<file path="config.mk">
export PLATFORM = sky130hd
export DESIGN_NAME = pattern_scan
export DESIGN_NICKNAME = d
export VERILOG_FILES = /design/src/rtl/scan_pkg.sv /design/src/rtl/scan_char_decode.sv /design/src/rtl/scan_frame_ctrl.sv /design/src/rtl/scan_chain.sv /design/src/rtl/pattern_scan.sv
export SDC_FILE = /design/constraint.sdc
export NUM_CORES = 1
export LEC_CHECK = 0
export BUFFER_PORTS_ARGS = -buffer_cell sky130_fd_sc_hd__buf_2
export CELL_PAD_IN_SITES_DETAIL_PLACEMENT = 2
export CELL_PAD_IN_SITES_GLOBAL_PLACEMENT = 2
export CORE_MARGIN = 3
export CORE_UTILIZATION = 25
export DETAILED_ROUTE_END_ITERATION = 8
export PLACE_DENSITY = 0.92
export SYNTH_ARGS = -nofsm -noshare
export SYNTH_HDL_FRONTEND = slang
export SYNTH_SLANG_ARGS = --single-unit
</file>
<file path="constraint.sdc">
create_clock -name clk -period 1.8 [get_ports clk]
set_input_delay 0.36 -clock clk [delete_from_list [all_inputs] [get_ports clk]]
set_output_delay 0.36 -clock clk [all_outputs]
set_load 0.01 [all_outputs]
</file>
<file path="src/rtl/scan_pkg.sv">
`timescale 1ns/1ps
package scan_pkg;
    localparam int unsigned DEF_NPAT   = 4;
    localparam int unsigned DEF_MAXLEN = 4;
    localparam int unsigned DEF_LEN_W  = 4;

    // pattern p, position k lives at bits [(p*MAXLEN+k)*8 +: 8]
    localparam logic [DEF_NPAT*DEF_MAXLEN*8-1:0] DEF_CHARS = {
        8'h44, 8'h41, 8'h45, 8'h48,   // p3: H E A D
        8'h00, 8'h7a, 8'h00, 8'h78,   // p2: x ? z
        8'h00, 8'h63, 8'h63, 8'h64,   // p1: d c c
        8'h00, 8'h63, 8'h62, 8'h61    // p0: a b c
    };
    localparam logic [DEF_NPAT*DEF_MAXLEN-1:0] DEF_WILD   = 16'h0200;
    localparam logic [DEF_NPAT*DEF_LEN_W-1:0]  DEF_LEN    = 16'h4333;
    localparam logic [DEF_NPAT-1:0]            DEF_ANCHOR = 4'b1000;

    typedef enum logic [1:0] {
        S_IDLE   = 2'd0,
        S_BODY   = 2'd1,
        S_REPORT = 2'd2
    } scan_state_e;
endpackage

</file>
<file path="src/rtl/scan_char_decode.sv">
`timescale 1ns/1ps
module scan_char_decode #(
    parameter int unsigned LANES = 4
) (
    input  logic [LANES*8-1:0]        data,
    output logic [LANES-1:0][255:0]   lines
);
    for (genvar gj = 0; gj < LANES; gj++) begin : g_lane
        always_comb begin
            lines[gj] = '0;
            lines[gj][data[gj*8 +: 8]] = 1'b1;
        end
    end
endmodule

</file>
<file path="src/rtl/scan_frame_ctrl.sv">
`timescale 1ns/1ps
module scan_frame_ctrl
    import scan_pkg::*;
(
    input  logic clk,
    input  logic rst_n,
    input  logic in_valid,
    input  logic in_sop,
    input  logic in_eop,
    output logic accept,
    output logic start,
    output logic report
);
    scan_state_e state_q, state_d;

    always_ff @(posedge clk) begin
        if (!rst_n) state_q <= S_IDLE;
        else        state_q <= state_d;
    end

    always_comb begin
        state_d = state_q;
        unique case (state_q)
            S_IDLE: begin
                if (in_valid && in_sop) state_d = in_eop ? S_REPORT : S_BODY;
            end
            S_BODY: begin
                if (in_valid && in_eop) state_d = S_REPORT;
            end
            S_REPORT: begin
                if (in_valid && in_sop) state_d = in_eop ? S_REPORT : S_BODY;
                else                    state_d = S_IDLE;
            end
            default: state_d = S_IDLE;
        endcase
    end

    always_comb begin
        accept = in_valid && (in_sop || (state_q == S_BODY));
        start  = accept && in_sop;
        report = (state_q == S_REPORT);
    end


    report_after_eop_chk: assert property (@(posedge clk) disable iff (!rst_n)
        (accept && in_eop) |=> report);

    report_cause_chk: assert property (@(posedge clk) disable iff (!rst_n)
        report |-> $past(accept && in_eop));
endmodule

</file>
<file path="src/rtl/scan_chain.sv">
`timescale 1ns/1ps
module scan_chain #(
    parameter int unsigned          LANES  = 4,
    parameter int unsigned          MAXLEN = 4,
    parameter int unsigned          LEN    = 3,
    parameter logic [MAXLEN*8-1:0]  CHARS  = '0,
    parameter logic [MAXLEN-1:0]    WILD   = '0,
    parameter bit                   ANCHOR = 1'b0
) (
    input  logic                      clk,
    input  logic                      rst_n,
    input  logic [LANES-1:0][255:0]   lines,
    input  logic [LANES-1:0]          keep,
    input  logic                      accept,
    input  logic                      start,
    output logic                      hit_sticky
);
    logic [LANES-1:0][MAXLEN-1:0] ok;
    logic [MAXLEN-1:0]            carry_q;
    logic [MAXLEN-1:0]            run;
    logic [MAXLEN-1:0]            nxt;
    logic                         seed;
    logic                         hit_now;
    logic                         sticky_q;

    for (genvar gj = 0; gj < LANES; gj++) begin : g_lane
        for (genvar gk = 0; gk < MAXLEN; gk++) begin : g_pos
            if (WILD[gk]) begin : g_wild
                assign ok[gj][gk] = 1'b1;
            end else begin : g_char
                assign ok[gj][gk] = lines[gj][CHARS[gk*8 +: 8]];
            end
        end
    end

    always_comb begin
        hit_now = 1'b0;
        run     = start ? '0 : carry_q;
        nxt     = '0;
        seed    = 1'b0;
        for (int j = 0; j < LANES; j++) begin
            for (int k = 0; k < MAXLEN; k++) begin
                if (k == 0) seed = ANCHOR ? (start && (j == 0)) : 1'b1;
                else        seed = run[k-1];
                nxt[k] = (k < LEN) && seed && ok[j][k] && keep[j] && accept;
            end
            run     = nxt;
            hit_now = hit_now | run[LEN-1];
        end
    end

    always_ff @(posedge clk) begin
        if (!rst_n) begin
            carry_q  <= '0;
            sticky_q <= 1'b0;
        end else if (accept) begin
            carry_q  <= run;
            sticky_q <= (sticky_q && !start) || hit_now;
        end
    end

    assign hit_sticky = sticky_q;


    sticky_hold_chk: assert property (@(posedge clk) disable iff (!rst_n)
        (sticky_q && !start) |=> sticky_q);

    idle_quiet_chk: assert property (@(posedge clk) disable iff (!rst_n)
        !accept |=> ($stable(sticky_q) && $stable(carry_q)));
endmodule

</file>
<file path="src/rtl/pattern_scan.sv">
`timescale 1ns/1ps
module pattern_scan
    import scan_pkg::*;
#(
    parameter int unsigned                 LANES      = 4,
    parameter int unsigned                 NPAT       = DEF_NPAT,
    parameter int unsigned                 MAXLEN     = DEF_MAXLEN,
    parameter int unsigned                 LEN_W      = DEF_LEN_W,
    parameter logic [NPAT*MAXLEN*8-1:0]    PAT_CHARS  = DEF_CHARS,
    parameter logic [NPAT*MAXLEN-1:0]      PAT_WILD   = DEF_WILD,
    parameter logic [NPAT*LEN_W-1:0]       PAT_LEN    = DEF_LEN,
    parameter logic [NPAT-1:0]             PAT_ANCHOR = DEF_ANCHOR
) (
    input  logic                 clk,
    input  logic                 rst_n,
    input  logic                 in_valid,
    input  logic                 in_sop,
    input  logic                 in_eop,
    input  logic [LANES*8-1:0]   in_data,
    input  logic [LANES-1:0]     in_keep,
    output logic                 match_valid,
    output logic [NPAT-1:0]      match_bits
);
    localparam int unsigned CW = MAXLEN * 8;

    logic                       accept;
    logic                       start;
    logic [LANES-1:0][255:0]    lines;

    scan_frame_ctrl u_ctrl (
        .clk      (clk),
        .rst_n    (rst_n),
        .in_valid (in_valid),
        .in_sop   (in_sop),
        .in_eop   (in_eop),
        .accept   (accept),
        .start    (start),
        .report   (match_valid)
    );

    scan_char_decode #(.LANES(LANES)) u_dec (
        .data  (in_data),
        .lines (lines)
    );

    for (genvar gp = 0; gp < NPAT; gp++) begin : g_pat
        scan_chain #(
            .LANES  (LANES),
            .MAXLEN (MAXLEN),
            .LEN    (int'(PAT_LEN[gp*LEN_W +: LEN_W])),
            .CHARS  (PAT_CHARS[gp*CW +: CW]),
            .WILD   (PAT_WILD[gp*MAXLEN +: MAXLEN]),
            .ANCHOR (PAT_ANCHOR[gp])
        ) u_chain (
            .clk        (clk),
            .rst_n      (rst_n),
            .lines      (lines),
            .keep       (in_keep),
            .accept     (accept),
            .start      (start),
            .hit_sticky (match_bits[gp])
        );
    end
endmodule

</file>
==> flow_metrics.tcl <==
set metrics [dict create \
    cts_max_path_buffers 2 \
    cp-end-kind "flip-flop" \
    yosysSeqAreaShare_pct 24.0 \
    vdd_ir_drop_max_uv 446 \
    setup_viol 0 \
    finalNonFillerCells 227 \
    busiest_layer "met2" \
    wl_per_cell_um 21.5 \
    drt.antenna.violating_nets 0 \
    cp_max_fo 3 \
    drt-vias-per-instance 5.71 \
    post-cts-setup-buffers 0 \
    cp_common_cell "or4_1" \
    overflow 0 \
    slowest_stage "or4_1" \
    numPortBuffers 45 \
    cts_max_level 1 \
    p_leak_nw 0.557 \
    rows 22 \
    required_ns 1.95 \
    drv_cap 0 \
    fin_area_um2 1370 \
    relSlewSlack_pct 68.8 \
    post-route-min-period_ns 1.68 \
    dpl-instance-area_um2 1320 \
    drt-pass1-iter-count 4 \
    use_met1_pct 20.5 \
    nets 222 \
    synth-seq-cells 12 \
    dp.cells 224 \
    timing.fmax_mhz 594 \
    clock-sinks 12 \
    path_cells "buf_2 > or4_1 > nor2_1 > nand4_1 > or4_1 > a21oi_1" \
    grt_max_degree 11 \
    r2r_slack_ns 0.14 \
    hpwl_mm 4.10 \
    grt_pass1_wl_mm 7.82 \
    io-pin-count 46 \
    grt_pass1_vias 1520 \
    arrival_ns 1.83 \
    initial_core_util_pct 26.5 \
    drtIter0Drc 44 \
    synth-main-ff-cell "dfxtp_1" \
    coreArea_um2 3770 \
    yosys_warnings 0 \
    fp.dieW_um 69.3 \
    antenna_found_initial 0 \
    cts_tree "yes" \
    async_flop_share_pct 0 \
    hold_violations 0 \
    insertion_delay_ns 0.24 \
    post-route-period-util_pct 93.5 \
    synthesis.area_um2 1000 \
    fillers 457 \
    met2_usage_pct 39.8 \
    status "complete, no violations" \
    power_uw 679 \
    tns_ns 0 \
    drive_gt1_share_pct 36.9 \
    clock_skew_ns 0.00648 \
    die_h_um 69.3 \
    drc 0 \
    syn_avg_cell_area_um2 7.94 \
    holdBufCountCts 0 \
    crit_buf_inv 1 \
    rsz0062_at_grt "false" \
    power.density_nw_per_um2 495 \
    synth_cell_types 44 \
    dpl_worst_slack_ns -0.0788 \
    critPathTopFamily "simple AND/OR/NAND/NOR gates" \
    syn_nets 167 \
    vias 1296 \
    cts-resized-gates 0 \
    path_class "in -> reg" \
    clk_pin_slew_ns 0.06 \
    die-area_um2 4800 \
    syn_to_final_growth_pct 37.0 \
    gp_congestion 0.854 \
    n_antenna_cell 0 \
    cts_root_buffer "clkbuf_8" \
    tightest_slew_ns 0.466 \
    worst_slack_ns 0.117 \
    drv_slew 0 \
    wirelength_mm 4.88 \
    max_stage_delay_ns 0.52 \
    synth_edf_count 0 \
    use_met3_pct 4.64 \
    synth_cells 126 \
    hold_class "in -> reg" \
    cp-start-kind "input port" \
    globalRouteTotalUtil_pct 20.3 \
    cts_inserted_buffers 3 \
]
## sequential cells by signal, summed over array words and instances, names as in the netlist
name	count
g_pat.u_chain.carry_q	6
g_pat.u_chain.hit_sticky	4
u_ctrl.state_q	2
## area by class of cell
cell class,count,area (µm²),area share [%]
timing repair buffer,56,308,22.4
sequential,12,240,17.5
inverter,5,18.8,1.37
clock buffer,3,41.3,3.01
tap,48,60.1,4.38
multi-input combinational,103,703,51.3
## cells by family (layout without fill, tap and decap cells)
logic type      after synthesis  in the layout  synth area share [%]
compound gates               23             23                  16.1
buf+inv                      11             64                  6.37
flops                        12             12                  24.0
simple gates                 80             80                  53.5
## power breakdown
part	leakage, nW	total, mW	internal (mW)	switching, mW
sequential	0.0968	0.269	0.268	0.00161
clock	0.0216	0.247	0.147	0.0998
combinational	0.439	0.163	0.0703	0.0924
total	0.557	0.679	0.486	0.194
## synthesized netlist by cell type, types with 2 or more instances
master | n | area [µm²]
nor2_1 | 11 | 41.3
and2b_1 | 2 | 15.0
nor4_1 | 3 | 18.8
nand3_1 | 7 | 35.0
nor4bb_1 | 2 | 20.0
and4bb_2 | 2 | 25.0
nand4bb_1 | 4 | 45.0
or4_1 | 4 | 30.0
and4b_1 | 3 | 30.0
nand4b_1 | 4 | 35.0
nor3_1 | 4 | 20.0
nand2_1 | 11 | 41.3
or3_1 | 2 | 12.5
a21oi_1 | 9 | 45.0
nand4_1 | 7 | 43.8
nand2b_1 | 2 | 12.5
nor2b_1 | 4 | 25.0
inv_1 | 4 | 15.0
buf_4 | 4 | 30.0
dfxtp_1 | 12 | 240
o41ai_1 | 2 | 17.5
## routing by layer
metal	wire length (µm)	up-vias
met2	2660	42
met1	1840	639
met5	0	-
li1	-	599
met3	205	16
met4	171	0
## worst paths after layout
check,start,endpoint,depth (start not counted)
max reg2reg,u_ctrl.state_q[0]$_SDFFE_PN0P_,g_pat[0].u_chain.hit_sticky$_SDFFE_PN0N_,6
max,in_data[29],g_pat[3].u_chain.hit_sticky$_SDFFE_PN0N_,6
min,rst_n,g_pat[2].u_chain.hit_sticky$_SDFFE_PN0N_,2
min reg2reg,g_pat[0].u_chain.carry_q[1]$_SDFFE_PN0N_,g_pat[0].u_chain.carry_q[1]$_SDFFE_PN0N_,2
## cell usage in the layout, fill, tap and decap left out, types with 2 or more instances in the layout
master / instances
nor4_1: 3
buf_2: 45
or3_1: 2
nor3_1: 4
and4b_1: 3
o41ai_1: 2
buf_4: 11
nand4_1: 7
a21oi_1: 9
inv_1: 4
clkbuf_8: 3
nor2b_1: 4
and4bb_2: 2
dfxtp_1: 12
nand4bb_1: 4
nand3_1: 7
or4_1: 4
nand4b_1: 4
nor2_1: 11
nand2_1: 11
and2b_1: 2
nand2b_1: 2
## through the flow
step,hold slack [ns],util (%)
6_report,0.394,36.4
5_1_grt,0.400,36.4
4_1_cts,0.387,36.2
3_5_place_dp,0.462,35.1
3_3_place_gp,0.445,35.1
2_1_floorplan,0.429,-
Note: power is estimated with default switching activity, not from simulation.
